$ cat src/rtl/ddr_mon_pkg.sv
package ddr_mon_pkg;

  typedef enum logic [2:0] {
    C_NONE = 3'd0,
    C_ACT  = 3'd1,
    C_RD   = 3'd2,
    C_WR   = 3'd3,
    C_PRE  = 3'd4,
    C_REF  = 3'd5,
    C_MRS  = 3'd6
  } cmd_e;

  // Rule bit positions; lower index has priority.
  localparam int RI_STATE  = 0;
  localparam int RI_RCD    = 1;
  localparam int RI_RP     = 2;
  localparam int RI_RAS    = 3;
  localparam int RI_RASMAX = 4;
  localparam int RI_RC     = 5;
  localparam int RI_RRD    = 6;
  localparam int RI_WR     = 7;
  localparam int RI_WTR    = 8;
  localparam int RI_COL    = 9;
  localparam int RI_MRD    = 10;
  localparam int RI_RFC    = 11;
  localparam int NRULE     = 12;

  // Round a time in picoseconds up to whole clocks.
  function automatic int ps2cyc(input int ps, input int clk_ps);
    return (ps + clk_ps - 1) / clk_ps;
  endfunction

  function automatic int max2(input int a, input int b);
    return (a > b) ? a : b;
  endfunction

endpackage

$ cat src/rtl/ddr_cmd_decode.sv
module ddr_cmd_decode
  import ddr_mon_pkg::*;
(
  input  logic cs_n,
  input  logic ras_n,
  input  logic cas_n,
  input  logic we_n,
  output cmd_e cmd
);
  always_comb begin
    cmd = C_NONE;
    if (!cs_n) begin
      unique case ({ras_n, cas_n, we_n})
        3'b011:  cmd = C_ACT;
        3'b101:  cmd = C_RD;
        3'b100:  cmd = C_WR;
        3'b010:  cmd = C_PRE;
        3'b001:  cmd = C_REF;
        3'b000:  cmd = C_MRS;
        default: cmd = C_NONE;
      endcase
    end
  end
endmodule

$ cat src/rtl/ddr_bank_track.sv
module ddr_bank_track
  import ddr_mon_pkg::*;
#(
  parameter int TW        = 14,
  parameter int RCD_CK    = 3,
  parameter int RP_CK     = 3,
  parameter int RAS_CK    = 7,
  parameter int RASMAX_CK = 11667,
  parameter int RC_CK     = 10,
  parameter int WR_CK     = 3,
  parameter int BURST_CK  = 2
) (
  input  logic clk,
  input  logic rst_n,
  input  logic sel,
  input  cmd_e cmd,
  input  logic ap,
  output logic open_o,
  output logic v_state,
  output logic v_rcd,
  output logic v_rp,
  output logic v_ras,
  output logic v_rasmax,
  output logic v_rc,
  output logic v_wr
);
  // Each counter is loaded with (minimum gap - 1) and counts down to zero.
  localparam logic [TW-1:0] L_RCD    = TW'(RCD_CK - 1);
  localparam logic [TW-1:0] L_RAS    = TW'(RAS_CK - 1);
  localparam logic [TW-1:0] L_RC     = TW'(RC_CK - 1);
  localparam logic [TW-1:0] L_RP     = TW'(RP_CK - 1);
  localparam logic [TW-1:0] L_WRREC  = TW'(BURST_CK + WR_CK);
  localparam logic [TW-1:0] L_RDAP   = TW'(BURST_CK + RP_CK - 1);
  localparam logic [TW-1:0] L_WRAP   = TW'(BURST_CK + WR_CK + RP_CK);
  localparam logic [TW-1:0] AGE_TOP  = TW'(RASMAX_CK + 1);

  logic          is_open;
  logic [TW-1:0] rcd_cnt, ras_cnt, rc_cnt, rp_cnt, wr_cnt, age;
  logic          hit_act, hit_col, hit_pre, glob_cmd;

  assign hit_act  = (cmd == C_ACT) && sel;
  assign hit_col  = ((cmd == C_RD) || (cmd == C_WR)) && sel;
  assign hit_pre  = (cmd == C_PRE) && (sel || ap);
  assign glob_cmd = (cmd == C_REF) || (cmd == C_MRS);

  assign open_o   = is_open;
  assign v_state  = (hit_act && is_open) || (hit_col && !is_open) || (glob_cmd && is_open);
  assign v_rcd    = hit_col && is_open && (rcd_cnt != '0);
  assign v_rp     = hit_act && !is_open && (rp_cnt != '0);
  assign v_rc     = hit_act && (rc_cnt != '0);
  assign v_ras    = hit_pre && is_open && (ras_cnt != '0);
  assign v_wr     = hit_pre && is_open && (wr_cnt != '0);
  assign v_rasmax = is_open && (age == AGE_TOP);

  function automatic logic [TW-1:0] dec(input logic [TW-1:0] v);
    return (v != '0) ? v - 1'b1 : '0;
  endfunction

  always_ff @(posedge clk) begin
    if (!rst_n) begin
      is_open <= 1'b0;
      rcd_cnt <= '0;
      ras_cnt <= '0;
      rc_cnt  <= '0;
      rp_cnt  <= '0;
      wr_cnt  <= '0;
      age     <= '0;
    end else begin
      rcd_cnt <= dec(rcd_cnt);
      ras_cnt <= dec(ras_cnt);
      rc_cnt  <= dec(rc_cnt);
      rp_cnt  <= dec(rp_cnt);
      wr_cnt  <= dec(wr_cnt);
      if (is_open && age != AGE_TOP) age <= age + 1'b1;

      if (hit_act && !is_open) begin
        is_open <= 1'b1;
        rcd_cnt <= L_RCD;
        ras_cnt <= L_RAS;
        rc_cnt  <= L_RC;
        age     <= TW'(1);
      end else if (hit_col && is_open) begin
        if (cmd == C_WR) wr_cnt <= L_WRREC;
        if (ap) begin
          is_open <= 1'b0;
          age     <= '0;
          rp_cnt  <= (cmd == C_WR) ? L_WRAP : L_RDAP;
        end
      end else if (hit_pre && is_open) begin
        is_open <= 1'b0;
        age     <= '0;
        rp_cnt  <= L_RP;
      end
    end
  end
endmodule

$ cat src/rtl/ddr_global_track.sv
module ddr_global_track
  import ddr_mon_pkg::*;
#(
  parameter int TW       = 14,
  parameter int RRD_CK   = 2,
  parameter int WTR_CK   = 1,
  parameter int COLGAP   = 2,
  parameter int MRD_CK   = 2,
  parameter int RFC_CK   = 12,
  parameter int BURST_CK = 2
) (
  input  logic clk,
  input  logic rst_n,
  input  cmd_e cmd,
  output logic v_rrd,
  output logic v_wtr,
  output logic v_col,
  output logic v_mrd,
  output logic v_rfc
);
  localparam logic [TW-1:0] L_RRD = TW'(RRD_CK - 1);
  localparam logic [TW-1:0] L_WTR = TW'(BURST_CK + WTR_CK);
  localparam logic [TW-1:0] L_COL = TW'(COLGAP - 1);
  localparam logic [TW-1:0] L_MRD = TW'(MRD_CK - 1);
  localparam logic [TW-1:0] L_RFC = TW'(RFC_CK - 1);

  logic [TW-1:0] rrd_cnt, wtr_cnt, col_cnt, mrd_cnt, rfc_cnt;
  logic          any_cmd, is_col;

  assign any_cmd = (cmd != C_NONE);
  assign is_col  = (cmd == C_RD) || (cmd == C_WR);

  assign v_rrd = (cmd == C_ACT) && (rrd_cnt != '0);
  assign v_wtr = (cmd == C_RD) && (wtr_cnt != '0);
  assign v_col = is_col && (col_cnt != '0);
  assign v_mrd = any_cmd && (mrd_cnt != '0);
  assign v_rfc = any_cmd && (rfc_cnt != '0);

  function automatic logic [TW-1:0] dec(input logic [TW-1:0] v);
    return (v != '0) ? v - 1'b1 : '0;
  endfunction

  always_ff @(posedge clk) begin
    if (!rst_n) begin
      rrd_cnt <= '0;
      wtr_cnt <= '0;
      col_cnt <= '0;
      mrd_cnt <= '0;
      rfc_cnt <= '0;
    end else begin
      rrd_cnt <= (cmd == C_ACT) ? L_RRD : dec(rrd_cnt);
      wtr_cnt <= (cmd == C_WR)  ? L_WTR : dec(wtr_cnt);
      col_cnt <= is_col         ? L_COL : dec(col_cnt);
      mrd_cnt <= (cmd == C_MRS) ? L_MRD : dec(mrd_cnt);
      rfc_cnt <= (cmd == C_REF) ? L_RFC : dec(rfc_cnt);
    end
  end
endmodule

$ cat src/rtl/ddr_viol_latch.sv
module ddr_viol_latch #(
  parameter int NR = 12
) (
  input  logic          clk,
  input  logic          rst_n,
  input  logic          clr,
  input  logic [NR-1:0] hits,
  output logic          viol,
  output logic [NR-1:0] code
);
  logic [NR-1:0] first;
  assign first = hits & (~hits + 1'b1);

  always_ff @(posedge clk) begin
    if (!rst_n || clr) begin
      viol <= 1'b0;
      code <= '0;
    end else if (!viol && (hits != '0)) begin
      viol <= 1'b1;
      code <= first;
    end
  end
endmodule

$ cat src/rtl/ddr_timing_monitor.sv
module ddr_timing_monitor
  import ddr_mon_pkg::*;
#(
  parameter int CLK_PS      = 6000,
  parameter int T_RCD_PS    = 18000,
  parameter int T_RP_PS     = 18000,
  parameter int T_RAS_PS    = 42000,
  parameter int T_RASMAX_PS = 70000000,
  parameter int T_RC_PS     = 60000,
  parameter int T_RRD_PS    = 12000,
  parameter int T_WR_PS     = 15000,
  parameter int T_RFC_PS    = 72000,
  parameter int T_MRD_PS    = 12000,
  parameter int T_WTR_CK    = 1,
  parameter int T_CCD_CK    = 1,
  parameter int BURST_LEN   = 4,
  parameter int NBANK       = 4,
  localparam int BA_W       = $clog2(NBANK)
) (
  input  logic             clk,
  input  logic             rst_n,
  input  logic             clr,
  input  logic             cs_n,
  input  logic             ras_n,
  input  logic             cas_n,
  input  logic             we_n,
  input  logic [BA_W-1:0]  ba,
  input  logic             ap,
  output logic             viol,
  output logic [NRULE-1:0] viol_code
);
  localparam int RCD_CK    = ps2cyc(T_RCD_PS, CLK_PS);
  localparam int RP_CK     = ps2cyc(T_RP_PS, CLK_PS);
  localparam int RAS_CK    = ps2cyc(T_RAS_PS, CLK_PS);
  localparam int RASMAX_CK = ps2cyc(T_RASMAX_PS, CLK_PS);
  localparam int RC_CK     = ps2cyc(T_RC_PS, CLK_PS);
  localparam int RRD_CK    = ps2cyc(T_RRD_PS, CLK_PS);
  localparam int WR_CK     = ps2cyc(T_WR_PS, CLK_PS);
  localparam int RFC_CK    = ps2cyc(T_RFC_PS, CLK_PS);
  localparam int MRD_CK    = ps2cyc(T_MRD_PS, CLK_PS);
  localparam int BURST_CK  = BURST_LEN / 2;
  localparam int COLGAP    = max2(T_CCD_CK, BURST_CK);
  localparam int TW        = $clog2(RASMAX_CK + 2);

  cmd_e cmd;
  logic ev_act, ev_rd, ev_wr, ev_pre, ev_ref, ev_mrs;

  ddr_cmd_decode u_dec (
    .cs_n(cs_n), .ras_n(ras_n), .cas_n(cas_n), .we_n(we_n), .cmd(cmd)
  );

  assign ev_act = (cmd == C_ACT);
  assign ev_rd  = (cmd == C_RD);
  assign ev_wr  = (cmd == C_WR);
  assign ev_pre = (cmd == C_PRE);
  assign ev_ref = (cmd == C_REF);
  assign ev_mrs = (cmd == C_MRS);

  logic [NBANK-1:0] bank_open, b_state, b_rcd, b_rp, b_ras, b_rasmax, b_rc, b_wr;

  for (genvar b = 0; b < NBANK; b++) begin : g_bank
    ddr_bank_track #(
      .TW(TW), .RCD_CK(RCD_CK), .RP_CK(RP_CK), .RAS_CK(RAS_CK),
      .RASMAX_CK(RASMAX_CK), .RC_CK(RC_CK), .WR_CK(WR_CK), .BURST_CK(BURST_CK)
    ) u_bank (
      .clk(clk), .rst_n(rst_n), .sel(ba == BA_W'(b)), .cmd(cmd), .ap(ap),
      .open_o(bank_open[b]), .v_state(b_state[b]), .v_rcd(b_rcd[b]),
      .v_rp(b_rp[b]), .v_ras(b_ras[b]), .v_rasmax(b_rasmax[b]),
      .v_rc(b_rc[b]), .v_wr(b_wr[b])
    );
  end

  logic g_rrd, g_wtr, g_col, g_mrd, g_rfc;

  ddr_global_track #(
    .TW(TW), .RRD_CK(RRD_CK), .WTR_CK(T_WTR_CK), .COLGAP(COLGAP),
    .MRD_CK(MRD_CK), .RFC_CK(RFC_CK), .BURST_CK(BURST_CK)
  ) u_glob (
    .clk(clk), .rst_n(rst_n), .cmd(cmd),
    .v_rrd(g_rrd), .v_wtr(g_wtr), .v_col(g_col), .v_mrd(g_mrd), .v_rfc(g_rfc)
  );

  logic [NRULE-1:0] rule_hits;
  always_comb begin
    rule_hits            = '0;
    rule_hits[RI_STATE]  = |b_state;
    rule_hits[RI_RCD]    = |b_rcd;
    rule_hits[RI_RP]     = |b_rp;
    rule_hits[RI_RAS]    = |b_ras;
    rule_hits[RI_RASMAX] = |b_rasmax;
    rule_hits[RI_RC]     = |b_rc;
    rule_hits[RI_RRD]    = g_rrd;
    rule_hits[RI_WR]     = |b_wr;
    rule_hits[RI_WTR]    = g_wtr;
    rule_hits[RI_COL]    = g_col;
    rule_hits[RI_MRD]    = g_mrd;
    rule_hits[RI_RFC]    = g_rfc;
  end

  ddr_viol_latch #(.NR(NRULE)) u_latch (
    .clk(clk), .rst_n(rst_n), .clr(clr), .hits(rule_hits),
    .viol(viol), .code(viol_code)
  );
endmodule

$ cat config.mk
export PLATFORM = sky130hd
export DESIGN_NAME = ddr_timing_monitor
export DESIGN_NICKNAME = d
export VERILOG_FILES = /design/src/rtl/ddr_mon_pkg.sv /design/src/rtl/ddr_cmd_decode.sv /design/src/rtl/ddr_bank_track.sv /design/src/rtl/ddr_global_track.sv /design/src/rtl/ddr_viol_latch.sv /design/src/rtl/ddr_timing_monitor.sv
export SDC_FILE = /design/constraint.sdc
export NUM_CORES = 1
export LEC_CHECK = 0
export ABC_AREA = 1
export BUFFER_PORTS_ARGS = -buffer_cell sky130_fd_sc_hd__buf_4
export CAP_MARGIN = 10
export CORE_MARGIN = 1.5
export CORE_UTILIZATION = 30
export CTS_CLUSTER_SIZE = 8
export DETAILED_ROUTE_END_ITERATION = 7
export GPL_ROUTABILITY_DRIVEN = 0
export PLACE_DENSITY = 0.54
export SYNTH_ARGS = -nofsm -noshare
export SYNTH_HDL_FRONTEND = slang
export SYNTH_SLANG_ARGS = --single-unit
export TNS_END_PERCENT = 5
$ cat constraint.sdc
create_clock -name clk -period 1.8 [get_ports clk]
set_input_delay 0.27 -clock clk [delete_from_list [all_inputs] [get_ports clk]]
set_output_delay 0.27 -clock clk [all_outputs]
set_load 0.1 [all_outputs]
Word level (Yosys, flattened, before mapping)
Index checks and enable logic that the tools add are counted.
{"block": "totals", "reg_bits": 423, "inputBits": 10, "out_inout_bits": 13, "wordCells": 394}
{"block": "classes", "n_addsub": 30, "n_eq_ne": 26, "mux": 106, "n_bitwise": 20, "reduce_logical": 156}
{"op": "14-bit 2-to-1 mux", "n": 52}
{"op": "14-bit nonzero test", "n": 25}
{"op": "14-bit by 1-bit subtractor with 14-bit output, second input constant", "n": 25}
{"op": "1-bit logical AND", "n": 70}
{"op": "14-bit by 1-bit adder with 14-bit output, second input constant", "n": 4}
{"op": "14-bit equality test, second input constant", "n": 4}
{"op": "14-bit inequality test, second input constant", "n": 4}
{"op": "3-bit OR reduction", "n": 17}
{"op": "4-bit 2-to-1 mux", "n": 11}
{"op": "4-bit OR reduction", "n": 7}
{"op": "3-bit 2-to-1 mux", "n": 9}
{"op": "1-bit 2-to-1 mux", "n": 23}
{"op": "2-bit 2-to-1 mux", "n": 10}
{"op": "1-bit inverter", "n": 18}
{"op": "3-bit one-hot mux with 6 select lines", "n": 1}
{"op": "3-bit equality test, second input constant", "n": 5}
{"op": "1-bit logical OR", "n": 15}
{"op": "3-bit nonzero test", "n": 5}
{"op": "12-bit by 1-bit adder with 12-bit output, second input constant", "n": 1}
{"op": "12-bit AND", "n": 1}
{"op": "3-bit by 2-bit equality test with 1-bit output, second input constant", "n": 4}
{"op": "3-bit inequality test, second input constant", "n": 4}
{"op": "12-bit inverter", "n": 1}
{"op": "12-bit nonzero test", "n": 1}
{"op": "8 further kinds", "n": 21}

Depth between registers and ports, before layout
Gate-level depths: netlist of run 1.
{"block": "logic_depth", "word_depth": 13, "mapped_depth": 17, "mapped_depth_nobuf": 16}

By module
A second synthesis of run 1 with hierarchy kept.
{"block": "unflattened", "hier_cells": 2945, "hier_area_um2": 20868.8}
{"module": "ddr_bank_track at g_bank[0].u_bank ...", "n_inst": 3, "cells_each": 563, "area_each_um2": 4098.9, "seq_area_each_um2": 1701.6}
{"module": "ddr_bank_track at g_bank[3].u_bank", "n_inst": 1, "cells_each": 572, "area_each_um2": 4088.9, "seq_area_each_um2": 1701.6}
{"module": "ddr_global_track", "n_inst": 1, "cells_each": 528, "area_each_um2": 3560.9, "seq_area_each_um2": 1401.3}
{"module": "ddr_viol_latch", "n_inst": 1, "cells_each": 116, "area_each_um2": 764.5, "seq_area_each_um2": 260.2}
{"module": "ddr_timing_monitor", "n_inst": 1, "cells_each": 28, "area_each_um2": 105.1, "seq_area_each_um2": 0.0}
{"module": "ddr_cmd_decode", "n_inst": 1, "cells_each": 12, "area_each_um2": 52.6, "seq_area_each_um2": 0.0}

Worst setup path before layout of run 1
OpenSTA, ideal clock, no wires.
{"block": "synth_path", "kind": "register -> register", "startpoint": "register g_bank[0].u_bank.rc_cnt[0]", "endpoint": "register u_latch.code[10]", "setup_ps": 113, "t_arrival_ps": 1862, "t_required_ps": 1687, "path_slack_ps": -175, "path_stages_with_launch": 17, "n_path_buf": 1, "synth_period_minus_slack_ps": 1975, "cell_sequence": "dfxtp_1 > inv_1 > ha_1 > nand2_1 > nor2_2 > nand2_1 > nand2_1 > nand2_1 > nor2_2 > nand2_1 > nor2_4 > nand3_4 > nand2_4 > buf_8 > nand2_1 > nand2_1 > nor2_1"}
{"block": "synth_between", "elab_chain_len": 6, "elab_cells_between_ends": 8, "classes_between": "1 x add/sub; 2 x bitwise; 5 x reduce/logical"}
{"element": "start, declared", "line": "ddr_bank_track.sv:38", "text": "logic [TW-1:0] rcd_cnt, ras_cnt, rc_cnt, rp_cnt, wr_cnt, age;"}
{"element": "start signal, assigned", "line": "ddr_bank_track.sv:71", "text": "rc_cnt <= dec(rc_cnt);"}
{"element": "14-bit nonzero test *", "line": "ddr_bank_track.sv:50", "text": "assign v_rc = hit_act && (rc_cnt != '0);"}
{"element": "1-bit logical AND *", "line": "ddr_bank_track.sv:50"}
{"element": "4-bit OR reduction *", "line": "ddr_timing_monitor.sv:91", "text": "rule_hits[RI_RC] = |b_rc;"}
{"element": "12-bit inverter", "line": "ddr_viol_latch.sv:12", "text": "assign first = hits & (~hits + 1'b1);"}
{"element": "12-bit by 1-bit adder with 12-bit output", "line": "ddr_viol_latch.sv:12"}
{"element": "12-bit AND", "line": "ddr_viol_latch.sv:12"}
{"element": "end signal, assigned", "line": "ddr_viol_latch.sv:20", "text": "code <= first;"}
{"element": "end, declared", "line": "ddr_viol_latch.sv:9", "text": "output logic [NR-1:0] code"}
Every way passes the cells marked *; elsewhere a longest branch is shown, timed or not.
A chain may end at the register's enable or synchronous reset.

Final worst setup path of run 1
{"block": "layout_path", "startpoint": "register g_bank[2].u_bank.rp_cnt[1]", "endpoint": "register u_latch.code[2]"}
{"block": "layout_between", "elab_chain_len": 6, "elab_cells_between_ends": 8, "classes_between": "1 x add/sub; 2 x bitwise; 5 x reduce/logical"}
{"element": "start, declared", "line": "ddr_bank_track.sv:38"}
{"element": "start signal, assigned", "line": "ddr_bank_track.sv:72", "text": "rp_cnt <= dec(rp_cnt);"}
{"element": "start signal, assigned", "line": "ddr_bank_track.sv:87", "text": "rp_cnt <= (cmd == C_WR) ? L_WRAP : L_RDAP;"}
{"element": "14-bit nonzero test *", "line": "ddr_bank_track.sv:49", "text": "assign v_rp = hit_act && !is_open && (rp_cnt != '0);"}
{"element": "1-bit logical AND *", "line": "ddr_bank_track.sv:49"}
{"element": "4-bit OR reduction *", "line": "ddr_timing_monitor.sv:88", "text": "rule_hits[RI_RP] = |b_rp;"}
{"element": "12-bit inverter", "line": "ddr_viol_latch.sv:12"}
{"element": "12-bit by 1-bit adder with 12-bit output", "line": "ddr_viol_latch.sv:12"}
{"element": "12-bit AND", "line": "ddr_viol_latch.sv:12"}
Marked as above.

==> results of run 1 <==
-- through the flow --
step | instance area (sq um) | util, % | total power, mW | setup WS (ps)
final | 28100 | 43.5 | 51.7 | -145
after global routing | 28100 | 43.5 | 56.4 | -273
after CTS | 27300 | 42.2 | 50.6 | -99.1
after detailed placement | 25300 | 39.1 | 39.2 | -313
after global placement | 25300 | 39.1 | 39.1 | -313
after floorplan | 19700 | - | 29.1 | -125
-- critical path: stages (launching register included) --
cell and delay (ps):
sky130_fd_sc_hd__dfxtp_2 320, sky130_fd_sc_hd__inv_1 90, sky130_fd_sc_hd__ha_4 150, sky130_fd_sc_hd__nand2_2 70, sky130_fd_sc_hd__nor2_4 100, sky130_fd_sc_hd__nand2_2 80, sky130_fd_sc_hd__nand2_1 80, sky130_fd_sc_hd__nand2_2 80
sky130_fd_sc_hd__nor2_4 120, sky130_fd_sc_hd__nand2_2 80, sky130_fd_sc_hd__nor2_4 150, sky130_fd_sc_hd__nand3_4 160, sky130_fd_sc_hd__buf_6 180, sky130_fd_sc_hd__nand3_2 50, sky130_fd_sc_hd__nand2_1 60, sky130_fd_sc_hd__nor2_1 120
-- state kept, by name, summed over array words and instances (netlist names), 56 cells and up --
signal,count
g_bank.u_bank.rc_cnt,56
g_bank.u_bank.rp_cnt,56
g_bank.u_bank.wr_cnt,56
g_bank.u_bank.ras_cnt,56
g_bank.u_bank.rcd_cnt,56
g_bank.u_bank.age,56
-- power groups by stage --
stage               Clock (mW)  Sequential, mW  Combinational (mW)
finish                    9.78            14.2                27.7
global route              10.5            14.6                31.3
CTS                       10.2            14.1                26.3
detailed placement           0            14.2                25.0
global placement             0            14.2                24.9
floorplan                    0            14.7                14.5
-- how the worst min path moves through the flow --
stage | start | endpoint | slack (ps) | depth (start not counted)
after floorplan | g_bank[0].u_bank.ras_cnt[0]$_SDFF_PP0_ | g_bank[0].u_bank.ras_cnt[0]$_SDFF_PP0_ | 390 | 1
after global placement | g_bank[2].u_bank.rp_cnt[0]$_SDFF_PN0_ | g_bank[2].u_bank.rp_cnt[0]$_SDFF_PN0_ | 400 | 1
after detailed placement | g_bank[0].u_bank.ras_cnt[0]$_SDFF_PP0_ | g_bank[0].u_bank.ras_cnt[0]$_SDFF_PP0_ | 400 | 1
after CTS | ba[1] | g_bank[1].u_bank.open_o$_SDFFE_PN0P_ | 4 | 4
after global routing | ba[1] | g_bank[1].u_bank.open_o$_SDFFE_PN0P_ | 40 | 4
final | ba[1] | g_bank[1].u_bank.open_o$_SDFFE_PN0P_ | 60 | 4
-- synthesized netlist by cell type, drive strengths merged (35+ instances only) --
master and count:
nor2 666, dfxtp 423, nand2 422, inv 298, a21oi 159, xor2 144, nand3 133, xnor2 71
nor3 68, or2 52, o21ai 47, clkbuf 35
-- cell families after synthesis --
kind of cell    share of synthesized area (%)
xor+xnor                                 9.57
simple gates                             31.3
buf+inv                                  6.64
fa+ha+maj                                2.16
compound gates                           7.34
flops                                    43.0
-- cell type report --
cell class / count / area (sq um)
sequential: 423 / 8490
clock buffer: 62 / 1520
fill: 6570 / 36600
timing repair buffer: 643 / 4970
tap: 855 / 1070
inverter: 301 / 1130
clock inverter: 4 / 35.0
multi-input combinational: 1940 / 10900
-- per-layer routing --
| layer | track usage, % | routed length [um] | vias up |
|---|---|---|---|
| met5 | 0 | 0 | - |
| met4 | 3.44 | 781 | 0 |
| met3 | 2.55 | 1660 | 59 |
| met2 | 22.8 | 21100 | 133 |
| met1 | 18.9 | 23600 | 8135 |
| li1 | - | - | 9871 |
-- repair_timing --
action	CTS	global route
gates cloned	0	1
endpoints found under the setup margin	14	139
buffers inserted	29	14
gates resized for setup	98	188
pin swaps	50	62
==> out/metrics.csv, run 1 <==
stage,metric,value,unit
run_status,outcome,finished with violations,
run_status,failed_checks,negative setup slack,
detailed_routing,post-route-drc-count,0,
floorplanning,dieArea,67200,sq um
global_routing,grt_pass1_vias,17400,
floorplanning,start_util,30.4,%
synth,number_of_instances_in_the_synthesized_netlist,2705,
clocking,tritoncts_clock_tree,done,
sta,timing.final.ws_setup,-145,ps
pwr,switching_share_of_total_power,37.5,%
global_routing,grt_max_degree,33,
detailed_routing,route.final.wire_length,47200,um
synth,yosysTopAreaCell,sky130_fd_sc_hd__dfxtp_1,
synth,sequential_cell_area_fraction_in_the_yosys_report,43.0,%
synth,synth_top_area_share,43.0,%
worst_setup_path,r2r-start,g_bank[2].u_bank.rp_cnt[1]$_SDFF_PN0_,
sta,worst_hold_slack,55.8,ps
place,dp.final_hpwl,34100,um
clocking,numCtsBuffers,59,
floorplanning,die_height,259,um
pwr,ir_worst_vdd,0.970,mV
synth,post_synth_num_cell_types,46,
floorplanning,core_area,64700,sq um
clocking,clk_root_buffer_cell,sky130_fd_sc_hd__clkbuf_16,
synth,ys_ff_latch,423,
detailed_routing,vias,18200,
detailed_routing,dr.pass1.iters,5,
place,post-place-cells,4118,
detailed_routing,route.detailed.wl_per_inst,11.2,um
clocking,cts-hold-fix-buffers,0,
floorplanning,die_x,259,um
sta,slew_headroom,44.5,%
synth,netlist_area,19700,sq um
min_path,worstHoldPathType,primary input to flop,
worst_setup_path,endpoint,u_latch.code[2]$_SDFFE_PP0P_,
worst_setup_path,ff2ff_setup_slack,-150,ps
pwr,power.sequential.fraction,27.5,%
global_routing,grt_remaining_overflow,0,
global_routing,antenna_found_initial,0,
sta,finalClockSkew,33.2,ps
job,max_cap_viol_count,0,
layout,layout_common_cells,"629 x sky130_fd_sc_hd__buf_4, 582 x sky130_fd_sc_hd__nor2_1, 406 x sky130_fd_sc_hd__dfxtp_1",
layout,areaGrowthSynthToFinish,42.9,%
layout,nets,3412,
synth,post_synth_edffs,0,
global_routing,first_pass_grt_wire_length,79400,um
sta,worst_slew_pin_slew,830,ps
pwr,internal_portion_of_total_power,32.3,mW
pwr,p_sw,19.4,mW
pwr,share_clk_of_total_power,18.9,%
worst_setup_path,worst-setup-path-type,flop to flop,
place,place.port_buffers,22,
worst_setup_path,crit_arrival,2500,ps
worst_setup_path,critPathCaptureType,flop,
detailed_routing,avgViaCountPerCell,4.30,
synth,yosys_most_used_dff,sky130_fd_sc_hd__dfxtp_1,
sta,rsz0062_at_grt,yes,
floorplanning,row_count,93,
detailed_routing,detail_route.iter0.violations,743,
floorplanning,ios,23,
clocking,clock_tree.htree_level_count,2,
pwr,power.leakage,12.7,nW
detailed_routing,drtAntennaViolNets,0,
clocking,worstSkewPairLatency,610,ps
worst_setup_path,crit_required,2350,ps
layout,num_antenna_cells,0,
synth,synth.area.top_cells,"sky130_fd_sc_hd__dfxtp_1 43%, sky130_fd_sc_hd__nor2_1 12%, sky130_fd_sc_hd__nand2_1 7.9%",
layout,final_common_cell,sky130_fd_sc_hd__buf_4,
sta,totalNegativeSetupSlack,-1230,ps
synth,synthArstFlopShare,0,%
worst_setup_path,critical_path.max_fanout,7,
sta,final-max-slew-violation-count,0,
sta,number_of_endpoints_failing_setup_at_the_final_stage,13,
sta,timing.fmax,514,MHz
clocking,cts_num_sinks,423,
worst_setup_path,r2r_cells,15,
clocking,cts_buffer_depth,3,
sta,report.final.hold_viol_count,0,
pwr,power.combinational.fraction,53.6,%
clocking,path_clk_slew,60,ps
synth,postSynthAreaPerCell,7.28,sq um
global_routing,grtUsageTotal,14.0,%
synth,synth-warning-count,0,
worst_setup_path,cp-start-kind,flop,
pwr,cellPowerDensity,1840,nW/um^2
worst_setup_path,timing.rr.end,u_latch.code[2]$_SDFFE_PP0P_,
layout,drive_above_1_share,30.9,%
worst_setup_path,crit_start,g_bank[2].u_bank.rp_cnt[1]$_SDFF_PN0_,
sta,finalWorstPathRequiredPeriod,1950,ps
synth,synth_nets,2749,
sta,final_min_period_over_clock_period,108,%
layout,layoutNonFillerInstCount,4228,
Note: power is estimated with default switching activity, not from simulation.
==> run 2: changes to the inputs <==
SYNTH_HIERARCHICAL = 1   (was unset)
==> run 2 against run 1 <==
Net effect: the run still ends with negative setup slack left; synthesized cell count increased by 8.9%; largest cell class unchanged; largest power group unchanged; first-iteration DRC count decreased by 4.8%; hold slack improved by 33 ps; final area increased by 2.5%; power increased by 1.8%; synthesized area increased by 6.0%; global-route usage about the same.
==> out/metrics.csv, run 2 <==
stage,metric,value,unit,change
synth,number_of_instances_in_the_synthesized_netlist,2945,,"was 2,705"
synth,synth_adder_area_share,1.98,%,was 2.16%
sta,report.final.hold_viol_count,0,,unchanged
clocking,cts-hold-fix-buffers,0,,unchanged
synth,synth-warning-count,6,,was 0
min_path,worstHoldPathType,primary input to flop,,unchanged
worst_setup_path,critPathCaptureType,flop,,unchanged
worst_setup_path,worst-setup-path-type,flop to flop,,unchanged
place,placedInstanceArea,26700,sq um,"was 25,300 sq um"
synth,largest_family_of_logic_cells_by_synthesized_area,simple AND/OR/NAND/NOR gates,,unchanged
pwr,cellPowerDensity,1820,nW/um^2,was 1840 nW/um^2
worst_setup_path,timing.rr.end,u_latch/code[6]$_SDFFE_PP0P_,,was u_latch.code[2]$_SDFFE_PP0P_
floorplanning,core_area,68700,sq um,"was 64,700 sq um"
floorplanning,ios,23,,unchanged
clocking,clock_tree.htree_level_count,2,,unchanged
pwr,power.leakage,13.2,nW,was 12.7 nW
run_status,outcome,finished with violations,,unchanged
worst_setup_path,r2r_cells,16,,was 15
synth,sequential_cell_area_fraction_in_the_yosys_report,40.6,%,was 43.0%
sta,slew_headroom,73.7,%,was 44.5%
run_status,failed_checks,negative setup slack,,unchanged
detailed_routing,avgViaCountPerCell,4.29,,was 4.30
sta,rsz0062_at_grt,yes,,unchanged
sta,worst_slew_pin_slew,391,ps,was 830 ps
detailed_routing,post-route-drc-count,0,,unchanged
sta,number_of_endpoints_failing_setup_at_the_final_stage,13,,unchanged
worst_setup_path,critical_path.max_fanout,7,,unchanged
global_routing,first_pass_grt_wire_length,84000,um,"was 79,400 um"
floorplanning,dieArea,71200,sq um,"was 67,200 sq um"
clocking,cts_num_sinks,423,,unchanged
layout,num_antenna_cells,0,,unchanged
clocking,tritoncts_clock_tree,done,,unchanged
sta,timing.fmax,448,MHz,was 514 MHz
sta,final-max-slew-violation-count,0,,unchanged
floorplanning,row_count,96,,was 93
layout,drive_above_1_share,26.7,%,was 30.9%
global_routing,grt_pass1_vias,18400,,"was 17,400"
synth,synthArstFlopShare,0,%,unchanged
synth,yosysTopAreaCell,sky130_fd_sc_hd__dfxtp_1,,unchanged
clocking,worstSkewPairLatency,610,ps,about the same
min_path,worstHoldStart,clr,,was ba[1]
layout,n_fill_cell,7156,,"was 6,570"
floorplanning,start_util,30.4,%,about the same
clocking,clk_root_buffer_cell,sky130_fd_sc_hd__clkbuf_16,,unchanged
detailed_routing,route.final.wire_length,49100,um,"was 47,200 um"
synth,synth_most_common_cell,sky130_fd_sc_hd__nor2_1,,unchanged
synth,multiplexer_share_of_the_synthesized_area,0,%,unchanged
worst_setup_path,ff2ff_setup_slack,-430,ps,was -150 ps
global_routing,antenna_found_initial,2,,was 0
detailed_routing,detail_route.iter0.violations,707,,was 743
worst_setup_path,r2r-start,g_bank[1].u_bank/rc_cnt[0]$_SDFF_PN0_,,was g_bank[2].u_bank.rp_cnt[1]$_SDFF_PN0_
layout,final_common_cell,sky130_fd_sc_hd__buf_4,,unchanged
layout,areaGrowthSynthToFinish,38.2,%,was 42.9%
synth,post_synth_edffs,0,,unchanged
place,dp.final_hpwl,37000,um,"was 34,100 um"
synth,synth_cell_count_leaders,"638 x sky130_fd_sc_hd__nor2_1, 491 x sky130_fd_sc_hd__nand2_1, 423 x sky130_fd_sc_hd__dfxtp_1",,"was 641 x sky130_fd_sc_hd__nor2_1, 423 x sky130_fd_sc_hd__dfxtp_1, 412 x sky130_fd_sc_hd__nand2_1"
sta,finalClockSkew,30.9,ps,was 33.2 ps
min_path,hold_path_depth,5,,was 4
layout,layout_common_cells,"628 x sky130_fd_sc_hd__buf_4, 607 x sky130_fd_sc_hd__nor2_1, 476 x sky130_fd_sc_hd__nand2_1",,"was 629 x sky130_fd_sc_hd__buf_4, 582 x sky130_fd_sc_hd__nor2_1, 406 x sky130_fd_sc_hd__dfxtp_1"
synth,postSynthAreaPerCell,7.09,sq um,was 7.28 sq um
clocking,cts_buffer_depth,3,,unchanged
sta,finalWorstPathRequiredPeriod,2230,ps,was 1950 ps
job,max_cap_viol_count,0,,unchanged
synth,netlist_area,20900,sq um,"was 19,700 sq um"
pwr,ir_worst_vdd,0.895,mV,was 0.970 mV
min_path,min_delay_worst_endpoint,u_latch/viol$_SDFFE_PP0P_,,was g_bank[1].u_bank.open_o$_SDFFE_PN0P_
synth,post_synth_and_or_nand_nor_area_fraction,33.9,%,was 31.3%
synth,post_synth_num_cell_types,42,,was 46
place,place.port_buffers,22,,unchanged
layout,nets,3655,,"was 3,412"
global_routing,grt_remaining_overflow,0,,unchanged
floorplanning,die_x,267,um,was 259 um
worst_setup_path,cp-start-kind,flop,,unchanged
global_routing,grt_max_degree,31,,was 33
worst_setup_path,crit_required,2350,ps,about the same
detailed_routing,route.detailed.wl_per_inst,10.8,um,was 11.2 um
synth,yosys_most_used_dff,sky130_fd_sc_hd__dfxtp_1,,unchanged
detailed_routing,drtAntennaViolNets,0,,unchanged
synth,synth.area.top_cells,"sky130_fd_sc_hd__dfxtp_1 41%, sky130_fd_sc_hd__nor2_1 11%, sky130_fd_sc_hd__nand2_1 8.8%",,"was sky130_fd_sc_hd__dfxtp_1 43%, sky130_fd_sc_hd__nor2_1 12%, sky130_fd_sc_hd__nand2_1 7.9%"
synth,synth_top_area_share,40.6,%,was 43.0%
synth,synth_xor_area_share,6.97,%,was 9.57%
detailed_routing,vias,19500,,"was 18,200"
layout,final_design_area_no_fill,28800,sq um,"was 28,100 sq um"
clocking,numCtsBuffers,59,,unchanged
layout,layoutNonFillerInstCount,4548,,"was 4,228"
sta,timing.final.ws_setup,-431,ps,was -145 ps
clocking,path_clk_slew,60,ps,about the same
global_routing,grtUsageTotal,14.0,%,about the same
synth,synth-compound-area-share,8.30,%,was 7.34%
synth,ys_ff_latch,423,,unchanged
synth,synth_nets,2988,,"was 2,749"
sta,final_min_period_over_clock_period,124,%,was 108%
worst_setup_path,crit_arrival,2780,ps,was 2500 ps
detailed_routing,dr.pass1.iters,5,,unchanged
place,post-place-cells,4468,,"was 4,118"
floorplanning,die_height,267,um,was 259 um
-- run 2: cell types whose count changed after synthesis, moves of 21 or more --
| cell | before | now |
|---|---|---|
| sky130_fd_sc_hd__nand2_2 | 9 | 36 |
| sky130_fd_sc_hd__inv_1 | 297 | 371 |
| sky130_fd_sc_hd__nor3_1 | 68 | 41 |
| sky130_fd_sc_hd__nand2_1 | 412 | 491 |
| sky130_fd_sc_hd__nand3_1 | 129 | 165 |
| sky130_fd_sc_hd__nor4_1 | 27 | 1 |
| sky130_fd_sc_hd__o21ai_0 | 47 | 94 |
| sky130_fd_sc_hd__xnor2_1 | 71 | 49 |
| sky130_fd_sc_hd__a21oi_1 | 157 | 197 |
| sky130_fd_sc_hd__clkbuf_1 | 35 | 1 |
| sky130_fd_sc_hd__xor2_1 | 144 | 117 |
| sky130_fd_sc_hd__or2_2 | 46 | 25 |
-- run 2: cells by family (layout without fill, tap and decap cells) --
family | after synthesis | after routing
AOI/OAI and AO/OA | 330 | 330
xor gates and xnor gates | 166 | 166
adders and majority gates | 33 | 33
buffers and inverters | 424 | 1096
DFF | 423 | 423
and+or+nand+nor | 1569 | 1569
-- run 2: final cells by class --
cell class	instances	area, sq um	area share, %
Sequential cell	423	8480	29.4
Inverter	386	1450	5.03
Multi-Input combinational cell	2098	11100	38.6
Tap cell	931	1160	4.04
Clock inverter	5	57.6	0.200
Timing Repair Buffer	644	5050	17.5
Clock buffer	61	1490	5.18
-- run 2: metrics by stage --
stage	setup TNS [ps]	setup slack (ps)	power, mW	util (%)	hold WS (ps)
3_3_place_gp	-44430	-597	42.0	38.9	399
2_1_floorplan	-3690	-294	31.0	-	393
5_1_grt	-7260	-572	57.6	42.0	78.2
4_1_cts	-5860	-460	52.8	41.5	53.5
6_report	-5320	-431	52.6	42.0	88.9
3_5_place_dp	-54660	-682	42.1	38.9	404
-- run 2: how the worst max path moves through the flow --
stage | to | cells past startpoint | from | slack [ps]
finish | u_latch/code[6]$_SDFFE_PP0P_ | 16 | g_bank[1].u_bank/rc_cnt[0]$_SDFF_PN0_ | -430
floorplan | u_latch/viol$_SDFFE_PP0P_ | 15 | g_bank[0].u_bank/rc_cnt[1]$_SDFF_PP0_ | -290
global route | u_latch/code[0]$_SDFFE_PP0P_ | 17 | g_bank[2].u_bank/wr_cnt[0]$_SDFF_PN0_ | -570
CTS | u_latch/viol$_SDFFE_PP0P_ | 16 | g_bank[2].u_bank/rp_cnt[0]$_SDFF_PN0_ | -460
global placement | u_latch/viol$_SDFFE_PP0P_ | 16 | cs_n | -600
detailed placement | u_latch/code[3]$_SDFFE_PP0P_ | 16 | cs_n | -680
-- run 2: metal layers --
layer / vias to the layer above / routed length [um] / track usage, %
li1: 10600 / - / -
met1: 8635 / 23800 / 18.0
met2: 174 / 21900 / 23.3
met3: 71 / 2250 / 3.12
met4: 4 / 1140 / 4.35
met5: - / 28 / 0
-- run 2: power by group --
part | internal (mW) | total [mW] | switching, mW
combinational | 13.8 | 28.6 | 14.8
sequential | 12.6 | 14.2 | 1.68
clock | 5.77 | 9.74 | 3.96
-- run 2: critical path, cell delays in order (launching register included) --
cell and delay (ps):
sky130_fd_sc_hd__dfxtp_2 320, sky130_fd_sc_hd__inv_2 70, sky130_fd_sc_hd__ha_4 140, sky130_fd_sc_hd__nand2_4 50, sky130_fd_sc_hd__nor3_4 230, sky130_fd_sc_hd__nand4_4 150
sky130_fd_sc_hd__and2_4 200, sky130_fd_sc_hd__nor2_4 100, sky130_fd_sc_hd__nand2_2 90, sky130_fd_sc_hd__nor2_4 90, sky130_fd_sc_hd__nand2_2 60, sky130_fd_sc_hd__nor2_4 140
sky130_fd_sc_hd__nand2_4 130, sky130_fd_sc_hd__clkbuf_16 190, sky130_fd_sc_hd__nand3_2 50, sky130_fd_sc_hd__nand2_1 50, sky130_fd_sc_hd__nor2_1 100
-- run 2: repair_timing --
action | CTS | global route
setup endpoints to repair | 46 | 59
buffers inserted | 6 | 6
cloned | 1 | 2
gates resized for setup | 37 | 67
pin swaps | 22 | 41
